==> src/rtl/arpm_pkg.sv <==
package arpm_pkg;

   typedef enum logic [1:0] {
      PM_HOLD = 2'd0,
      PM_INC  = 2'd1,
      PM_DEC  = 2'd2,
      PM_STEP = 2'd3
   } pm_mode_e;

endpackage

==> src/rtl/arpm_cfg_bank.sv <==
module arpm_cfg_bank #(
   parameter int NUM_GRP = 2,
   parameter int STEP_W  = 7,
   parameter int MOD_W   = 9,
   localparam int GSEL_W = (NUM_GRP > 1) ? $clog2(NUM_GRP) : 1
) (
   input  logic                        clk,
   input  logic                        rst_n,
   input  logic                        wr,
   input  logic [GSEL_W-1:0]           wr_grp,
   input  logic [STEP_W-1:0]           wr_step,
   input  logic [MOD_W-1:0]            wr_mod,
   output logic [NUM_GRP*STEP_W-1:0]   step_flat,
   output logic [NUM_GRP*MOD_W-1:0]    mod_flat
);

   for (genvar g = 0; g < NUM_GRP; g++) begin : g_grp
      logic [STEP_W-1:0] step_q;
      logic [MOD_W-1:0]  mod_q;

      always_ff @(posedge clk or negedge rst_n) begin
         if (!rst_n) begin
            step_q <= '0;
            mod_q  <= '0;
         end else if (wr && (wr_grp == GSEL_W'(g))) begin
            step_q <= wr_step;
            mod_q  <= wr_mod;
         end
      end

      assign step_flat[g*STEP_W +: STEP_W] = step_q;
      assign mod_flat[g*MOD_W +: MOD_W]    = mod_q;
   end

endmodule

==> src/rtl/arpm_mask_gen.sv <==
module arpm_mask_gen #(
   parameter int MOD_W = 9
) (
   input  logic [MOD_W-1:0] len_m1,
   output logic [MOD_W-1:0] mask
);

   // bit b of the mask is set when any bit at or above b is set
   always_comb begin
      for (int b = 0; b < MOD_W; b++) begin
         mask[b] = |(len_m1 >> b);
      end
   end

endmodule

==> src/rtl/arpm_next.sv <==
module arpm_next
   import arpm_pkg::*;
#(
   parameter int ADDR_W    = 16,
   parameter int STEP_W    = 7,
   parameter int MOD_W     = 9,
   parameter bit MODULO_EN = 1'b1
) (
   input  logic [ADDR_W-1:0] cur,
   input  logic [1:0]        mode,
   input  logic [STEP_W-1:0] step,
   input  logic [MOD_W-1:0]  len_m1,
   input  logic              circ,
   output logic [ADDR_W-1:0] nxt
);

   localparam int OFF_W = MOD_W + 2;

   pm_mode_e          mode_e;
   logic [ADDR_W-1:0] lin_delta;
   logic [ADDR_W-1:0] lin_nxt;

   assign mode_e = pm_mode_e'(mode);

   always_comb begin
      unique case (mode_e)
         PM_INC:  lin_delta = ADDR_W'(1);
         PM_DEC:  lin_delta = '1;
         PM_STEP: lin_delta = {{(ADDR_W-STEP_W){step[STEP_W-1]}}, step};
         default: lin_delta = '0;
      endcase
   end

   assign lin_nxt = cur + lin_delta;

   if (MODULO_EN) begin : g_circ
      logic [MOD_W-1:0]        mask;
      logic [MOD_W-1:0]        off;
      logic signed [OFF_W-1:0] delta;
      logic signed [OFF_W-1:0] len;
      logic signed [OFF_W-1:0] sum;
      logic signed [OFF_W-1:0] fixed;
      logic [ADDR_W-1:0]       circ_nxt;

      arpm_mask_gen #(.MOD_W(MOD_W)) i_mask (
         .len_m1 (len_m1),
         .mask   (mask)
      );

      assign off   = cur[MOD_W-1:0] & mask;
      assign delta = $signed(lin_delta[OFF_W-1:0]);
      assign len   = $signed({2'b00, len_m1}) + $signed(OFF_W'(1));
      assign sum   = $signed({2'b00, off}) + delta;

      always_comb begin
         if (sum < 0) begin
            fixed = sum + len;
         end else if (sum >= len) begin
            fixed = sum - len;
         end else begin
            fixed = sum;
         end
      end

      assign circ_nxt = (cur & ~ADDR_W'(mask)) | ADDR_W'(fixed[MOD_W-1:0] & mask);

      always_comb begin
         if (mode_e == PM_HOLD) begin
            nxt = cur;
         end else if (circ) begin
            nxt = circ_nxt;
         end else begin
            nxt = lin_nxt;
         end
      end
   end else begin : g_lin
      assign nxt = lin_nxt;
   end

endmodule

==> src/rtl/addr_postmod_unit.sv <==
module addr_postmod_unit #(
   parameter int NUM_REGS     = 6,
   parameter int LOW_GRP_REGS = 4,
   parameter int ADDR_W       = 16,
   parameter int STEP_W       = 7,
   parameter int MOD_W        = 9,
   parameter bit MODULO_EN    = 1'b1,
   localparam int SEL_W       = $clog2(NUM_REGS)
) (
   input  logic                       clk,
   input  logic                       rst_n,
   input  logic                       acc_vld,
   input  logic [SEL_W-1:0]           acc_sel,
   input  logic [1:0]                 acc_mode,
   output logic [ADDR_W-1:0]          acc_addr,
   input  logic                       cfg_wr,
   input  logic                       cfg_grp,
   input  logic [STEP_W-1:0]          cfg_step,
   input  logic [MOD_W-1:0]           cfg_mod,
   input  logic [NUM_REGS-1:0]        mod_en,
   input  logic                       ld_vld,
   input  logic [SEL_W-1:0]           ld_sel,
   input  logic [ADDR_W-1:0]          ld_data,
   output logic [NUM_REGS*ADDR_W-1:0] regs_o
);

   localparam int NUM_GRP = 2;

   if (NUM_REGS < 2) begin : g_chk_regs
      $error("NUM_REGS must be at least 2");
   end
   if (LOW_GRP_REGS < 1 || LOW_GRP_REGS >= NUM_REGS) begin : g_chk_split
      $error("LOW_GRP_REGS must leave both groups non-empty");
   end
   if (STEP_W < 2 || ADDR_W <= STEP_W) begin : g_chk_step
      $error("STEP_W must be at least 2 and narrower than ADDR_W");
   end
   if (ADDR_W < MOD_W || MOD_W + 2 <= STEP_W) begin : g_chk_mod
      $error("MOD_W must fit in ADDR_W and hold the step range");
   end

   logic [NUM_GRP*STEP_W-1:0] step_flat;
   logic [NUM_GRP*MOD_W-1:0]  mod_flat;
   logic                      sel_ok;
   logic                      sel_hi;
   logic [ADDR_W-1:0]         cur;
   logic [STEP_W-1:0]         cur_step;
   logic [MOD_W-1:0]          cur_len_m1;
   logic                      cur_circ;
   logic [ADDR_W-1:0]         nxt;

   arpm_cfg_bank #(
      .NUM_GRP (NUM_GRP),
      .STEP_W  (STEP_W),
      .MOD_W   (MOD_W)
   ) i_cfg (
      .clk       (clk),
      .rst_n     (rst_n),
      .wr        (cfg_wr),
      .wr_grp    (cfg_grp),
      .wr_step   (cfg_step),
      .wr_mod    (cfg_mod),
      .step_flat (step_flat),
      .mod_flat  (mod_flat)
   );

   assign sel_ok     = (acc_sel < SEL_W'(NUM_REGS));
   assign sel_hi     = (acc_sel >= SEL_W'(LOW_GRP_REGS));
   assign cur        = sel_ok ? regs_o[acc_sel*ADDR_W +: ADDR_W] : '0;
   assign cur_circ   = sel_ok ? mod_en[acc_sel] : 1'b0;
   assign cur_step   = sel_hi ? step_flat[STEP_W +: STEP_W] : step_flat[0 +: STEP_W];
   assign cur_len_m1 = sel_hi ? mod_flat[MOD_W +: MOD_W] : mod_flat[0 +: MOD_W];
   assign acc_addr   = cur;

   arpm_next #(
      .ADDR_W    (ADDR_W),
      .STEP_W    (STEP_W),
      .MOD_W     (MOD_W),
      .MODULO_EN (MODULO_EN)
   ) i_next (
      .cur    (cur),
      .mode   (acc_mode),
      .step   (cur_step),
      .len_m1 (cur_len_m1),
      .circ   (cur_circ),
      .nxt    (nxt)
   );

   for (genvar i = 0; i < NUM_REGS; i++) begin : g_reg
      logic [ADDR_W-1:0] q;

      always_ff @(posedge clk or negedge rst_n) begin
         if (!rst_n) begin
            q <= '0;
         end else if (ld_vld && (ld_sel == SEL_W'(i))) begin
            q <= ld_data;
         end else if (acc_vld && (acc_sel == SEL_W'(i))) begin
            q <= nxt;
         end
      end

      assign regs_o[i*ADDR_W +: ADDR_W] = q;
   end

endmodule

==> config.mk <==
export PLATFORM = sky130hd
export DESIGN_NAME = addr_postmod_unit
export DESIGN_NICKNAME = d
export VERILOG_FILES = /design/src/rtl/arpm_pkg.sv /design/src/rtl/arpm_cfg_bank.sv /design/src/rtl/arpm_mask_gen.sv /design/src/rtl/arpm_next.sv /design/src/rtl/addr_postmod_unit.sv
export SDC_FILE = /design/constraint.sdc
export NUM_CORES = 1
export LEC_CHECK = 0
export BUFFER_PORTS_ARGS = -buffer_cell sky130_fd_sc_hd__buf_2
export CAP_MARGIN = 30
export CORE_MARGIN = 1.5
export CORE_UTILIZATION = 49
export CTS_CLUSTER_SIZE = 30
export DETAILED_ROUTE_END_ITERATION = 10
export GPL_ROUTABILITY_DRIVEN = 0
export PLACE_DENSITY_LB_ADDON = 0.2
export SETUP_SLACK_MARGIN = 0.3
export SLEW_MARGIN = 20
export SYNTH_ARGS = -nofsm -noshare
export SYNTH_HDL_FRONTEND = slang
export SYNTH_SLANG_ARGS = --single-unit
==> constraint.sdc <==
create_clock -name clk -period 6 [get_ports clk]
set_clock_uncertainty 0.15 [all_clocks]
set_input_delay 0.6 -clock clk [delete_from_list [all_inputs] [get_ports clk]]
set_output_delay 0.6 -clock clk [all_outputs]
set_load 0.05 [all_outputs]
==> metrics list <==
- At the end of the flow, the number of nets in the layout was 1,327.
- Floorplan Core Area: 18,600 um^2
* Dominant cell type by area after synthesis: dfrtp_1
* Vertical die dimension: 141 um
- The first global-routing pass estimated 50,500 um of wire.
- The path class of the tightest hold or removal check is primary input to async pin.
- After global routing the overflow that remains totals 0.
- Pin count of the biggest net entering global routing: 66
- Clock tree buffer depth: 2
- For this design the top-level I/O count stands at 164.
- Max-cap violations in this run came to 0.
- Switching power share of the total: 0.493
* Clock latency at the later pin of the worst-skew pair: 430 ps
- Routed length per instance: 22.5 um
- The routed design could run at a clock period as short as 5320 ps.
- Actual slew at the worst max-slew pin: 1010 ps
- Cts hold-fix bufs: 0
- The filler cells instantiated in the layout total 1,650.
- For this design, the sink count on the clock tree is 128.
- Root buffer cell: clkbuf_16
- Setup repair after global routing left no endpoint under its margin.
- From synthesis to final layout, the design area changed by 20.0%.
- Residual DRC: 0
- Fraction of synthesized cell area taken by the top area cell type: 0.345
- Setup slack on the worst flop-to-flop path: 730 ps
* Initial antenna violation count: 1
- Number of global-route vias before repair: 8,938
* Sequential area share after synthesis: 0.345
* Largest cells by area after synthesis: dfrtp_1, ha_1, mux2i_1
* Total of buffers placed on input and output ports: 163
* Cell-internal power: 2.79 mW
- Final count of hold timing violations: 0
* Number of design-rule violations left by the first detailed-router iteration: 972
- Setup violations remaining at the end of the flow were counted as 0.
- Total negative slack for setup checks: 0 ps
* Worst EP arrival: 5510 ps
* Fraction of layout instances using a drive strength above 1: 0.253
- Leading cell type by number of instances after synthesis: dfrtp_1
- The number of different library cells used by synthesis comes to 71.
- Maximum vdd ir drop: 0.375 mV
- Count of vias placed by the detailed router: 9,243
- After synthesis, the share of flip-flops with an asynchronous set or reset is 1.00.
* Total Die Area: 19,800 um^2
- Via-per-instance ratio: 6.27
- The mapped netlist covers 9300 um^2.
* Number of optimization iterations in the first detailed-route pass: 5
* Comb power frac: 0.573
- Period utilisation layout: 0.887
- 0 antenna diodes ended up in the layout.
* Clock tree from TritonCTS: built
- Pwr Density: 493 nW/um^2
* Number of enable flip-flop cells after synthesis: 0
- The analysis attributes to net switching a power of 2.71 mW.
- Top cells by instance count after synthesis: dfrtp_1, nand2_1, nor2_1
- Leakage: 5.21 nW
* Number of cells produced by synthesis: 1,051
- WS Path Type: primary input to flop
* Placed wire-length estimate after detailed placement: 24,400 um
- Number of storage elements in the synthesis netlist: 128
* Total clock buffers created by CTS: 17
- Mean cell area of the mapped netlist: 8.85 um^2
- Row generation in the floorplan step produced 50 rows.
* Peak clock frequency supported by timing: 0.188 GHz
- In the synthesized netlist the dominant register cell turns out to be dfrtp_1.
* Count of non-filler cells in the finished layout: 1,473
- After detailed placement, the design holds a cell count of 1,441.
- Clock share of power: 0.188
- For this run, the number of Yosys warnings is 0.
- For this block, the routed nets add up to 33,100 um of wire.
- Final slew viol count: 0
- STA puts the critical path data required time at 6190 ps.
* Initial Utilization: 0.499
- Number of nets produced by synthesis: 1,152
* Run status: finished, final reports clean
- Across every metal layer, demand over resource in global routing totals 0.337.
- Routed Antenna Nets: 0
* Part of the power in registers: 0.239
* Crit path max fanout: 15
* Kind of launch point of the worst setup path: primary input
- Crit path capture type: flop
- Util after Layout: 0.598
- Headroom to the max-slew limit came out at 0.323.
- Clock-pin slew on the worst setup and hold paths: 60 ps
- Horizontal die dimension: 141 um
* Depth of the CTS H-tree: 4
[flip-flops by register name, indices dropped and copies added (netlist names)]
name,flops
g.q,96
i_cfg.g_grp.mod_q,18
i_cfg.g_grp.step_q,14
[worst max-delay path, cell delays in order]
cell       delay [ps]
clkbuf_4          250
mux2i_1           320
o211a_1           220
and3b_1           260
and2_1            200
nor2_1             80
ha_1              290
a21o_1            180
a21oi_1           200
o21ai_0           130
o21a_1            220
xor2_1            210
ha_1              310
nor4_1            380
a21oi_1           110
o21ai_0           210
a21oi_2            60
buf_4             170
nand2b_1          190
nand2b_1          180
o2111ai_1         330
nand3_1           170
a21oi_1           220
[cell type report]
| type | count | area [um^2] | share of cell area |
|---|---|---|---|
| multi-input cells | 830 | 5750 | 0.515 |
| flip-flops and latches | 128 | 3200 | 0.287 |
| repair buffers | 212 | 1190 | 0.107 |
| clock buffers | 22 | 474 | 0.0425 |
| well taps | 234 | 293 | 0.0262 |
| inverters | 37 | 139 | 0.0125 |
| clock inverters | 10 | 110 | 0.00987 |
[routing by layer]
metal  wire [um]  vias up  GRT usage  share of wire
met5           0        -          0              0
met2       15400      538      0.532           0.47
met1       12900     4479      0.443           0.39
met4        1150        0      0.152          0.035
li1            -     4139          -              -
met3        3610       87     0.0761           0.11
[cells by family (layout without fill, tap and decap cells)]
family | Yosys count | in the layout | synth area share
and+or+nand+nor | 331 | 331 | 0.164
AOI/OAI and AO/OA | 310 | 310 | 0.208
buffers and inverters | 93 | 281 | 0.0396
adders and majority gates | 49 | 49 | 0.0692
DFF | 128 | 128 | 0.345
muxes | 104 | 104 | 0.141
xor gates and xnor gates | 36 | 36 | 0.0339
[through the flow]
step           area [um^2]  setup slack (ps)  hold slack (ps)  total power, mW
6_report             11200               679              126             5.50
5_1_grt              11200               377              192             5.77
4_1_cts              11100               668              158             5.45
3_5_place_dp         10600               252              343             4.40
3_3_place_gp         10500               365              338             4.38
2_1_floorplan         9300               489              154             3.49
[cell usage in the layout (no fill, tap or decap), types with 5 or more instances in the layout]
master,netlist,routed
ha_1,45,45
a21oi_1,94,94
xor2_1,14,14
nand2_1,111,111
o31a_1,7,7
o21a_1,20,20
o21ai_1,14,16
inv_1,37,37
mux2_2,35,35
a22oi_1,11,11
clkbuf_16,0,17
o22ai_1,6,6
o21ai_0,76,73
a211oi_1,6,6
xnor2_1,22,22
o21bai_1,6,6
a21o_1,8,8
nand2b_1,9,9
nand3_1,21,21
buf_2,12,161
and2_1,11,11
buf_4,1,50
dfrtp_1,128,128
nor2b_1,9,9
mux4_2,17,17
or2_2,6,6
a31oi_1,20,20
and3_1,27,27
mux2i_1,51,51
nor2_1,98,98
o31ai_1,5,5
nor3_1,12,12
or3_1,11,11
[what timing repair did]
| item | 4_1_cts | 5_1_grt |
|---|---|---|
| setup buffers | 0 | 0 |
| endpoints found under the setup margin | 0 | 7 |
| resized for setup | 0 | 3 |
[final timing paths]
path                                                        end  cells past startpoint                            startpoint
max reg2reg                           g_reg[1].q[8]$_DFFE_PN0P_                     22   i_cfg.g_grp[0].mod_q[8]$_DFFE_PN0P_
min                                   g_reg[3].q[1]$_DFFE_PN0P_                      1                                 rst_n
min reg2reg                i_cfg.g_grp[0].step_q[3]$_DFFE_PN0P_                      1  i_cfg.g_grp[0].step_q[3]$_DFFE_PN0P_
min in group clk            i_cfg.g_grp[1].mod_q[7]$_DFFE_PN0P_                      2                            cfg_mod[7]
max                                   g_reg[1].q[8]$_DFFE_PN0P_                     23                            acc_sel[2]
max in group asynchronous            g_reg[0].q[11]$_DFFE_PN0P_                      2                                 rst_n
[power groups by stage]
stage	sequential, mW	clock (mW)	combinational [mW]
floorplan	1.94	0	1.54
global placement	1.31	0	3.07
detailed placement	1.31	0	3.09
CTS	1.30	1.04	3.11
global route	1.33	1.08	3.36
finish	1.31	1.03	3.15
Note: power is estimated with default switching activity, not from simulation.
